`config.mk`:
```
export PLATFORM = sky130hd
export DESIGN_NAME = pit64_timer
export DESIGN_NICKNAME = d
export VERILOG_FILES = /design/src/rtl/pit64_pkg.sv /design/src/rtl/pit64_prescale.sv /design/src/rtl/pit64_core.sv /design/src/rtl/pit64_regs.sv /design/src/rtl/pit64_timer.sv
export SDC_FILE = /design/constraint.sdc
export NUM_CORES = 1
export LEC_CHECK = 0
export ABC_AREA = 1
export CAP_MARGIN = 20
export CELL_PAD_IN_SITES_DETAIL_PLACEMENT = 0
export CELL_PAD_IN_SITES_GLOBAL_PLACEMENT = 1
export CORE_ASPECT_RATIO = 1.5
export CORE_MARGIN = 4
export CORE_UTILIZATION = 45
export CTS_BUF_LIST = sky130_fd_sc_hd__clkbuf_2
export CTS_CLUSTER_DIAMETER = 120
export DETAILED_ROUTE_END_ITERATION = 8
export GPL_ROUTABILITY_DRIVEN = 0
export PLACE_DENSITY = 0.93
export SKIP_LAST_GASP = 1
export SYNTH_ARGS = -nofsm -noshare
export SYNTH_HDL_FRONTEND = slang
export SYNTH_HIERARCHICAL = 1
export SYNTH_SLANG_ARGS = --single-unit
```
`constraint.sdc`:
```
create_clock -name clk -period 6 [get_ports clk]
set_input_delay 1.2 -clock clk [delete_from_list [all_inputs] [get_ports clk]]
set_output_delay 1.2 -clock clk [all_outputs]
set_load 0.005 [all_outputs]
```
`src/rtl/pit64_pkg.sv`:
```
// Shared constants for the interval timer: register offsets, bit
// positions and the run-state type. Assumes byte addressing on a 6-bit bus.
package pit64_pkg;
    localparam int ADDR_W = 6;

    localparam logic [ADDR_W-1:0] OFS_CTRL   = 6'h00;
    localparam logic [ADDR_W-1:0] OFS_MODE   = 6'h04;
    localparam logic [ADDR_W-1:0] OFS_PER_LO = 6'h08;
    localparam logic [ADDR_W-1:0] OFS_PER_HI = 6'h0C;
    localparam logic [ADDR_W-1:0] OFS_IEN    = 6'h10;
    localparam logic [ADDR_W-1:0] OFS_STAT   = 6'h1C;
    localparam logic [ADDR_W-1:0] OFS_CNT_LO = 6'h20;
    localparam logic [ADDR_W-1:0] OFS_CNT_HI = 6'h24;

    localparam int BIT_GO     = 0;
    localparam int BIT_CLR    = 8;
    localparam int BIT_CONT   = 0;
    localparam int BIT_CLKSEL = 3;
    localparam int BIT_RECONF = 4;
    localparam int BIT_PRES   = 8;

    typedef enum logic [1:0] {
        ST_IDLE = 2'd0,
        ST_RUN  = 2'd1,
        ST_DONE = 2'd2
    } run_state_e;
endpackage

```
`src/rtl/pit64_prescale.sv`:
```
// Prescaler: gives a one-cycle advance pulse every pres+1 cycles while
// the counter runs. Assumes the divider restarts from 0 whenever run drops.
module pit64_prescale #(
    parameter int PRES_W = 4
) (
    input  logic              clk,
    input  logic              rst_n,
    input  logic              run_i,
    input  logic [PRES_W-1:0] pres_i,
    output logic              tick_o
);
    logic [PRES_W-1:0] div_q;

    assign tick_o = run_i && (div_q >= pres_i);

    // Divider count: cleared when halted or on each advance pulse.
    always_ff @(posedge clk) begin
        if (!rst_n || !run_i || tick_o) div_q <= '0;
        else                            div_q <= div_q + 1'b1;
    end


    tick_spacing_chk: assert property (@(posedge clk) disable iff (!rst_n)
        (tick_o && pres_i != '0) |=> (!tick_o || pres_i == '0));
endmodule

```
`src/rtl/pit64_core.sv`:
```
// Counter core: holds the run state and the up-counter, detects the
// period match and applies one-shot halting. Assumes at most one of
// start, clear and rearm per cycle matters, with clear taking priority.
module pit64_core
    import pit64_pkg::*;
#(
    parameter int CNT_W = 64
) (
    input  logic             clk,
    input  logic             rst_n,
    input  logic             tick_i,
    input  logic             start_i,
    input  logic             clear_i,
    input  logic             rearm_i,
    input  logic             cont_i,
    input  logic [CNT_W-1:0] period_i,
    output logic [CNT_W-1:0] cnt_o,
    output logic             match_o,
    output logic             run_o
);
    run_state_e       st_q;
    logic [CNT_W-1:0] cnt_q;

    assign match_o = tick_i && (cnt_q == period_i);
    assign run_o   = (st_q == ST_RUN);
    assign cnt_o   = cnt_q;

    // Run-state sequencing: idle -> run -> done (one-shot) -> idle on rearm.
    always_ff @(posedge clk) begin
        if (!rst_n || clear_i) begin
            st_q <= ST_IDLE;
        end else begin
            unique case (st_q)
                ST_IDLE: if (start_i)             st_q <= ST_RUN;
                ST_RUN:  if (match_o && !cont_i)  st_q <= ST_DONE;
                ST_DONE: if (rearm_i)             st_q <= ST_IDLE;
                default:                          st_q <= ST_IDLE;
            endcase
        end
    end

    // Counter: advances on each tick and wraps to zero on a match.
    always_ff @(posedge clk) begin
        if (!rst_n || clear_i) cnt_q <= '0;
        else if (tick_i)       cnt_q <= match_o ? '0 : cnt_q + 1'b1;
    end


    done_holds_zero_chk: assert property (@(posedge clk) disable iff (!rst_n)
        (st_q == ST_DONE) |-> (cnt_q == '0));

    run_persist_chk: assert property (@(posedge clk) disable iff (!rst_n)
        (st_q == ST_RUN && !match_o && !clear_i) |=> (st_q == ST_RUN));
endmodule

```
`src/rtl/pit64_regs.sv`:
```
// Register file: decodes the 32-bit bus and holds the mode, the period
// with its pending high half, the interrupt enable, the status flag and
// the captured counter high half. Read data is registered. Assumes
// CNT_W is even and at most 64.
module pit64_regs
    import pit64_pkg::*;
#(
    parameter int CNT_W  = 64,
    parameter int PRES_W = 4
) (
    input  logic              clk,
    input  logic              rst_n,
    input  logic              bus_wr,
    input  logic              bus_rd,
    input  logic [ADDR_W-1:0] bus_addr,
    input  logic [31:0]       bus_wdata,
    output logic [31:0]       bus_rdata,
    input  logic [CNT_W-1:0]  cnt_i,
    input  logic              match_i,
    output logic              start_o,
    output logic              clear_o,
    output logic              rearm_o,
    output logic              cont_o,
    output logic [PRES_W-1:0] pres_o,
    output logic [CNT_W-1:0]  period_o,
    output logic              irq_o
);
    localparam int HALF_W = CNT_W / 2;

    logic              cont_q, clksel_q, reconf_q;
    logic [PRES_W-1:0] pres_q;
    logic [CNT_W-1:0]  per_q;
    logic [HALF_W-1:0] pend_hi_q, cap_hi_q;
    logic              ien_q, flag_q;
    logic [31:0]       rd_mux, rdata_q;
    logic              wr_ctrl, wr_lo, rd_stat, rd_cnt_lo;
    logic              unused_wdata_bits;

    assign unused_wdata_bits = ^bus_wdata[31:12];

    assign wr_ctrl   = bus_wr && (bus_addr == OFS_CTRL);
    assign wr_lo     = bus_wr && (bus_addr == OFS_PER_LO);
    assign rd_stat   = bus_rd && (bus_addr == OFS_STAT);
    assign rd_cnt_lo = bus_rd && (bus_addr == OFS_CNT_LO);

    assign start_o  = wr_ctrl && bus_wdata[BIT_GO];
    assign clear_o  = wr_ctrl && bus_wdata[BIT_CLR];
    assign rearm_o  = wr_lo && reconf_q;
    assign cont_o   = cont_q;
    assign pres_o   = pres_q;
    assign period_o = per_q;
    assign irq_o    = flag_q && ien_q;
    assign bus_rdata = rdata_q;

    // Mode register fields.
    always_ff @(posedge clk) begin
        if (!rst_n) begin
            cont_q <= 1'b0; clksel_q <= 1'b0; reconf_q <= 1'b0; pres_q <= '0;
        end else if (bus_wr && bus_addr == OFS_MODE) begin
            cont_q   <= bus_wdata[BIT_CONT];
            clksel_q <= bus_wdata[BIT_CLKSEL];
            reconf_q <= bus_wdata[BIT_RECONF];
            pres_q   <= bus_wdata[BIT_PRES +: PRES_W];
        end
    end

    // Period: high half waits in a holding register until the low half commits.
    always_ff @(posedge clk) begin
        if (!rst_n) begin
            per_q     <= '1;
            pend_hi_q <= '1;
        end else begin
            if (bus_wr && bus_addr == OFS_PER_HI) pend_hi_q <= bus_wdata[HALF_W-1:0];
            if (wr_lo) per_q <= {pend_hi_q, bus_wdata[HALF_W-1:0]};
        end
    end

    // Interrupt enable: software write, cleared by the software reset.
    always_ff @(posedge clk) begin
        if (!rst_n || clear_o)                    ien_q <= 1'b0;
        else if (bus_wr && bus_addr == OFS_IEN)   ien_q <= bus_wdata[0];
    end

    // Status flag: set by a match, cleared by a read unless a match coincides.
    always_ff @(posedge clk) begin
        if (!rst_n || clear_o) flag_q <= 1'b0;
        else if (match_i)      flag_q <= 1'b1;
        else if (rd_stat)      flag_q <= 1'b0;
    end

    // Counter high half frozen at the moment the low half is read.
    always_ff @(posedge clk) begin
        if (!rst_n)         cap_hi_q <= '0;
        else if (rd_cnt_lo) cap_hi_q <= cnt_i[CNT_W-1:HALF_W];
    end

    // Read data selection by offset.
    always_comb begin
        rd_mux = '0;
        unique case (bus_addr)
            OFS_MODE: begin
                rd_mux[BIT_CONT]             = cont_q;
                rd_mux[BIT_CLKSEL]           = clksel_q;
                rd_mux[BIT_RECONF]           = reconf_q;
                rd_mux[BIT_PRES +: PRES_W]   = pres_q;
            end
            OFS_PER_LO: rd_mux[HALF_W-1:0] = per_q[HALF_W-1:0];
            OFS_PER_HI: rd_mux[HALF_W-1:0] = per_q[CNT_W-1:HALF_W];
            OFS_IEN:    rd_mux[0]          = ien_q;
            OFS_STAT:   rd_mux[0]          = flag_q;
            OFS_CNT_LO: rd_mux[HALF_W-1:0] = cnt_i[HALF_W-1:0];
            OFS_CNT_HI: rd_mux[HALF_W-1:0] = cap_hi_q;
            default:    rd_mux = '0;
        endcase
    end

    // Registered read data, zero when no read is in progress.
    always_ff @(posedge clk) begin
        if (!rst_n)      rdata_q <= '0;
        else if (bus_rd) rdata_q <= rd_mux;
        else             rdata_q <= '0;
    end


    sw_reset_clear_chk: assert property (@(posedge clk) disable iff (!rst_n)
        clear_o |=> (!flag_q && !ien_q));

    match_wins_chk: assert property (@(posedge clk) disable iff (!rst_n)
        (match_i && !clear_o) |=> flag_q);

    stat_read_clears_chk: assert property (@(posedge clk) disable iff (!rst_n)
        (rd_stat && !match_i) |=> !flag_q);

    hi_capture_chk: assert property (@(posedge clk) disable iff (!rst_n)
        rd_cnt_lo |=> (cap_hi_q == $past(cnt_i[CNT_W-1:HALF_W])));
endmodule

```
`src/rtl/pit64_timer.sv`:
```
// Top of the interval timer: joins the register file, the prescaler and
// the counter core. One clock drives all of it; the clock-select mode bit
// is storage only.
module pit64_timer
    import pit64_pkg::*;
#(
    parameter int CNT_W  = 64,
    parameter int PRES_W = 4
) (
    input  logic              clk,
    input  logic              rst_n,
    input  logic              bus_wr,
    input  logic              bus_rd,
    input  logic [ADDR_W-1:0] bus_addr,
    input  logic [31:0]       bus_wdata,
    output logic [31:0]       bus_rdata,
    output logic              irq
);
    logic [CNT_W-1:0]  cnt, period;
    logic [PRES_W-1:0] pres;
    logic              match, run, tick, start, clear, rearm, cont;

    pit64_regs #(.CNT_W(CNT_W), .PRES_W(PRES_W)) u_regs (
        .clk(clk), .rst_n(rst_n), .bus_wr(bus_wr), .bus_rd(bus_rd),
        .bus_addr(bus_addr), .bus_wdata(bus_wdata), .bus_rdata(bus_rdata),
        .cnt_i(cnt), .match_i(match), .start_o(start), .clear_o(clear),
        .rearm_o(rearm), .cont_o(cont), .pres_o(pres), .period_o(period),
        .irq_o(irq)
    );

    pit64_prescale #(.PRES_W(PRES_W)) u_prescale (
        .clk(clk), .rst_n(rst_n), .run_i(run), .pres_i(pres), .tick_o(tick)
    );

    pit64_core #(.CNT_W(CNT_W)) u_core (
        .clk(clk), .rst_n(rst_n), .tick_i(tick), .start_i(start),
        .clear_i(clear), .rearm_i(rearm), .cont_i(cont), .period_i(period),
        .cnt_o(cnt), .match_o(match), .run_o(run)
    );
endmodule

```
==> parameters.txt <==
Parameter                              Value

Yosys
  Share of flip-flops with an asynchronous set or reset ... 0%
  Syn. warnings ... 6
  Flip-flop and latch count after synthesis ... 239
  Share of the yosys chip area belonging to registers ... 38.6%
  Xor/xnor share of the synthesized area ... 4.10%
  Largest family of logic cells by synthesized area ... simple AND/OR/NAND/NOR gates
  Compound-Gate Fraction of Synth Area ... 8.43%
  Fraction of synthesized area in multiplexers ... 0%
  Synth top area share ... 38.6%
  Cell count after synthesis ... 1869
  Net count after synthesis ... 1917
  Post-Synth Simple-Gate Area ... 37.8%
  Cell area after technology mapping ... 12400 µm²
  Top cells by area, synth ... sky130_fd_sc_hd__dfxtp_1 (39%), sky130_fd_sc_hd__nand2_1 (15%), sky130_fd_sc_hd__nor2_1 (7.8%)
  Synth Area in Adders ... 0.606%
  Largest area contributor in the synthesized netlist ... sky130_fd_sc_hd__dfxtp_1
  Distinct cell type count of the synthesized netlist ... 41
  Most frequent cell after synthesis ... sky130_fd_sc_hd__nand2_1
  Synth Area per Inst ... 6.63 µm²
  Number of enable-type register cells in the synthesized netlist ... 0
  Most instantiated flip-flop cell in the synthesis netlist ... sky130_fd_sc_hd__dfxtp_1
  Most frequent cells after synthesis ... sky130_fd_sc_hd__nand2_1 (502), sky130_fd_sc_hd__nor2_1 (259), sky130_fd_sc_hd__dfxtp_1 (239), sky130_fd_sc_hd__inv_1 (236), sky130_fd_sc_hd__nand3_1 (166)

Layout
  Fraction of layout instances using a drive strength above 1 ... 7.87%
  Final instance area ... 13800 µm²
  Final standard cell count with taps included and fillers excluded ... 2326
  Area delta synth->final ... 11.5%
  Finished Core Util ... 50.8%
  # nets final ... 1990

Run
  Max-cap viol count ... 0

STA
  Number of setup violations in the final report ... 0
  Aggregate negative setup slack ... 0 ns
  Crit path time final ... 3.97 ns
  Final number of max-transition violations ... 0
  Worst slew slack as a fraction of its limit ... 45.2%
  Final worst setup slack ... 2.03 ns
  Ratio of final minimum period to clock period ... 66.1%
  FMAX ... 0.252 GHz
  Worst Max-Slew Pin Slew ... 0.819 ns
  RSZ-0062 raised after global routing ... no
  Worst Skew ... 0.0504 ns
  Hold_ws ... 0.454 ns
  Final Hold Viols ... 0

Setup path
  Cell at the slowest stage of the critical path ... sky130_fd_sc_hd__nand2_4
  Crit Path Class ... register to register
  Highest fanout seen on the critical path ... 62
  CP endpoint kind ... register
  End of the worst register-to-register path ... u_core/cnt_o[29]
  R2r setup slk ... 2.03 ns
  Critical R2R Launch ... u_regs/pres_o[3]
  Crit. Startpoint ... u_regs/pres_o[3]
  Data required time at the worst endpoint ... 6.74 ns
  Critical path launch point type ... register
  Critical path's most frequent cell ... sky130_fd_sc_hd__nand2_1
  Critical path's largest stage delay ... 0.56 ns
  Cells along the critical path ... inv_1, ha_1, nand2_1, inv_2, nand2_2, nand3_1, nand2_1, inv_1, inv_2, nor2_1, nand2_1, nor2_1, nand2_1, nor2_1, nand2_1, nor2_1, nand2_1, nand2_4, nor2_1
  Depth of the worst register-to-register path ... 19
  Worst path arrival time ... 4.71 ns

Global route
  Most used routing layer in global routing ... met2
  Tot GR Track Use ... 28.3%
  Global-route met3 utilization ... 5.08%
  Global route total overflow ... 0
  Met2 track utilization from global routing ... 46.2%
  Met1 capacity usage during global routing ... 33.8%
  Number of antenna violations at the first check in global routing ... 1
  Pin count of the biggest net entering global routing ... 76
  Number of global-route vias before repair ... 11900
  Wire length of the first global-routing pass ... 66400 µm

Power and ir drop
  PnR Total Power ... 2.79 mW
  Power per Cell Area ... 201 nW/µm²
  Max rail drop VDD ... 0.000130 V
  Static Leak ... 6.12 nW

Clock network
  Maximum level of the CTS H-tree ... 2
  TritonCTS clock tree ... yes
  Later-pin clock latency in the skew report ... 0.91 ns
  Clock buffer count from CTS ... 57
  Clock Pin Slew Worst Setup and Hold Paths ... 0.11 ns
  Cts-stage hold buffer count ... 0
  Gates resized, CTS repair ... 0
  Total number of clock tree sinks ... 239
  CTS root buffer ... sky130_fd_sc_hd__clkbuf_2
  Deepest clock path buffer count ... 3
  # Post-CTS Setup Buffers ... 0

Routing
  Drt wl/cell ... 18.6 µm
  Final ANT Viol Nets ... 0
  Number of design rule violations left after detail routing ... 0
  Vias after detailed routing ... 12700
  Routed via count divided by cell count ... 5.45
  Drt pass-1 iters ... 6
  DRC marker count from the first detailed-route iteration ... 1284
  Total Routed Length ... 43300 µm

Floorplan
  Number of placed I/O pins ... 75
  Area of the placeable core ... 27200 µm²
  Initial core utilization ... 45.5%
  Floorplan die width ... 144 µm
  Floorplan die area ... 30300 µm²
  Floorplan row count ... 74
  DIE HEIGHT ... 211 µm

Min path
  Hold EP ... u_regs/clksel_q
  Worst min-delay path category ... register to register
  Number of instances on the worst hold path ... 2
  Beginning of the worst hold path ... u_regs/clksel_q

Placed design
  DPL Wire Length ... 32100 µm
  Port bufs ... 74
  Placed instance area ... 13300 µm²
  DP Cell Count ... 2224
  Placement Setup Slack ... 1.75 ns

Outcome
  Run status ... complete, no violations
worst max-delay path by stage:
stage                                   to  cells past startpoint
final                     u_core/cnt_o[29]                     19
after global routing      u_core/cnt_o[53]                     19
after CTS                 u_core/cnt_o[42]                     19
after detailed placement    u_core/st_q[1]                      8
after global placement      u_core/st_q[1]                      8
after floorplan           u_core/cnt_o[39]                      9
worst max-delay path, delay by kind of cell, from the launching register on:
| family | cells | cell delay [ns] |
|---|---|---|
| simple gates | 14 | 2.06 |
| buf+inv | 4 | 0.99 |
| fa+ha+maj | 1 | 0.30 |
| flops | 1 | 0.37 |
state kept, by name (all words and copies together) (netlist names):
| signal | flops |
|---|---|
| u_regs/cap_hi_q | 32 |
| u_core/st_q | 2 |
| u_regs/pend_hi_q | 32 |
| u_regs/flag_q | 1 |
| u_prescale/div_q | 4 |
| u_regs/clksel_q | 1 |
| u_regs/reconf_q | 1 |
| u_regs/ien_q | 1 |
| u_regs/pres_o | 4 |
| u_regs/period_o | 64 |
| u_regs/bus_rdata | 32 |
| u_core/cnt_o | 64 |
| u_regs/cont_o | 1 |
logic make-up after synthesis:
group | count (synthesis)
XOR/XNOR | 58
AO/OA/AOI/OAI | 177
buffers and inverters | 314
adder cells (fa/ha/maj) | 6
flip-flops | 239
AND/OR/NAND/NOR | 1075
report_power, final:
| part | switching (mW) | internal [mW] | total (mW) |
|---|---|---|---|
| Clock | 0.653 | 0.405 | 1.06 |
| Combinational | 0.0827 | 0.0442 | 0.127 |
| Sequential | 0.00672 | 1.59 | 1.60 |
| Total | 0.743 | 2.04 | 2.79 |
cell type report:
type / count / area [µm²]
diodes: 1 / 2.50
clock buffers: 81 / 405
clock inverters: 19 / 103
fillers: 2861 / 13400
inverters: 244 / 921
multi-input cells: 1316 / 6330
flip-flops and latches: 239 / 4780
well taps: 342 / 428
repair buffers: 84 / 853
layer usage:
metal	up-vias	wire length, µm
met2	615	20200
met5	-	0
met1	5738	16500
met3	179	3250
li1	6134	-
met4	0	3280
cell usage in the layout (no fill, tap or decap), types with 36 or more instances in the layout:
| master | n |
|---|---|
| sky130_fd_sc_hd__nor2_1 | 259 |
| sky130_fd_sc_hd__inv_1 | 236 |
| sky130_fd_sc_hd__nand3_1 | 166 |
| sky130_fd_sc_hd__nand2_1 | 500 |
| sky130_fd_sc_hd__clkdlybuf4s50_1 | 73 |
| sky130_fd_sc_hd__o21ai_0 | 61 |
| sky130_fd_sc_hd__o211ai_1 | 55 |
| sky130_fd_sc_hd__dfxtp_1 | 239 |
| sky130_fd_sc_hd__nor3_1 | 42 |
| sky130_fd_sc_hd__nand4_1 | 36 |
| sky130_fd_sc_hd__clkbuf_2 | 81 |
| sky130_fd_sc_hd__xor2_1 | 43 |
| sky130_fd_sc_hd__a21oi_1 | 44 |
(Power assumes the default switching activity.)
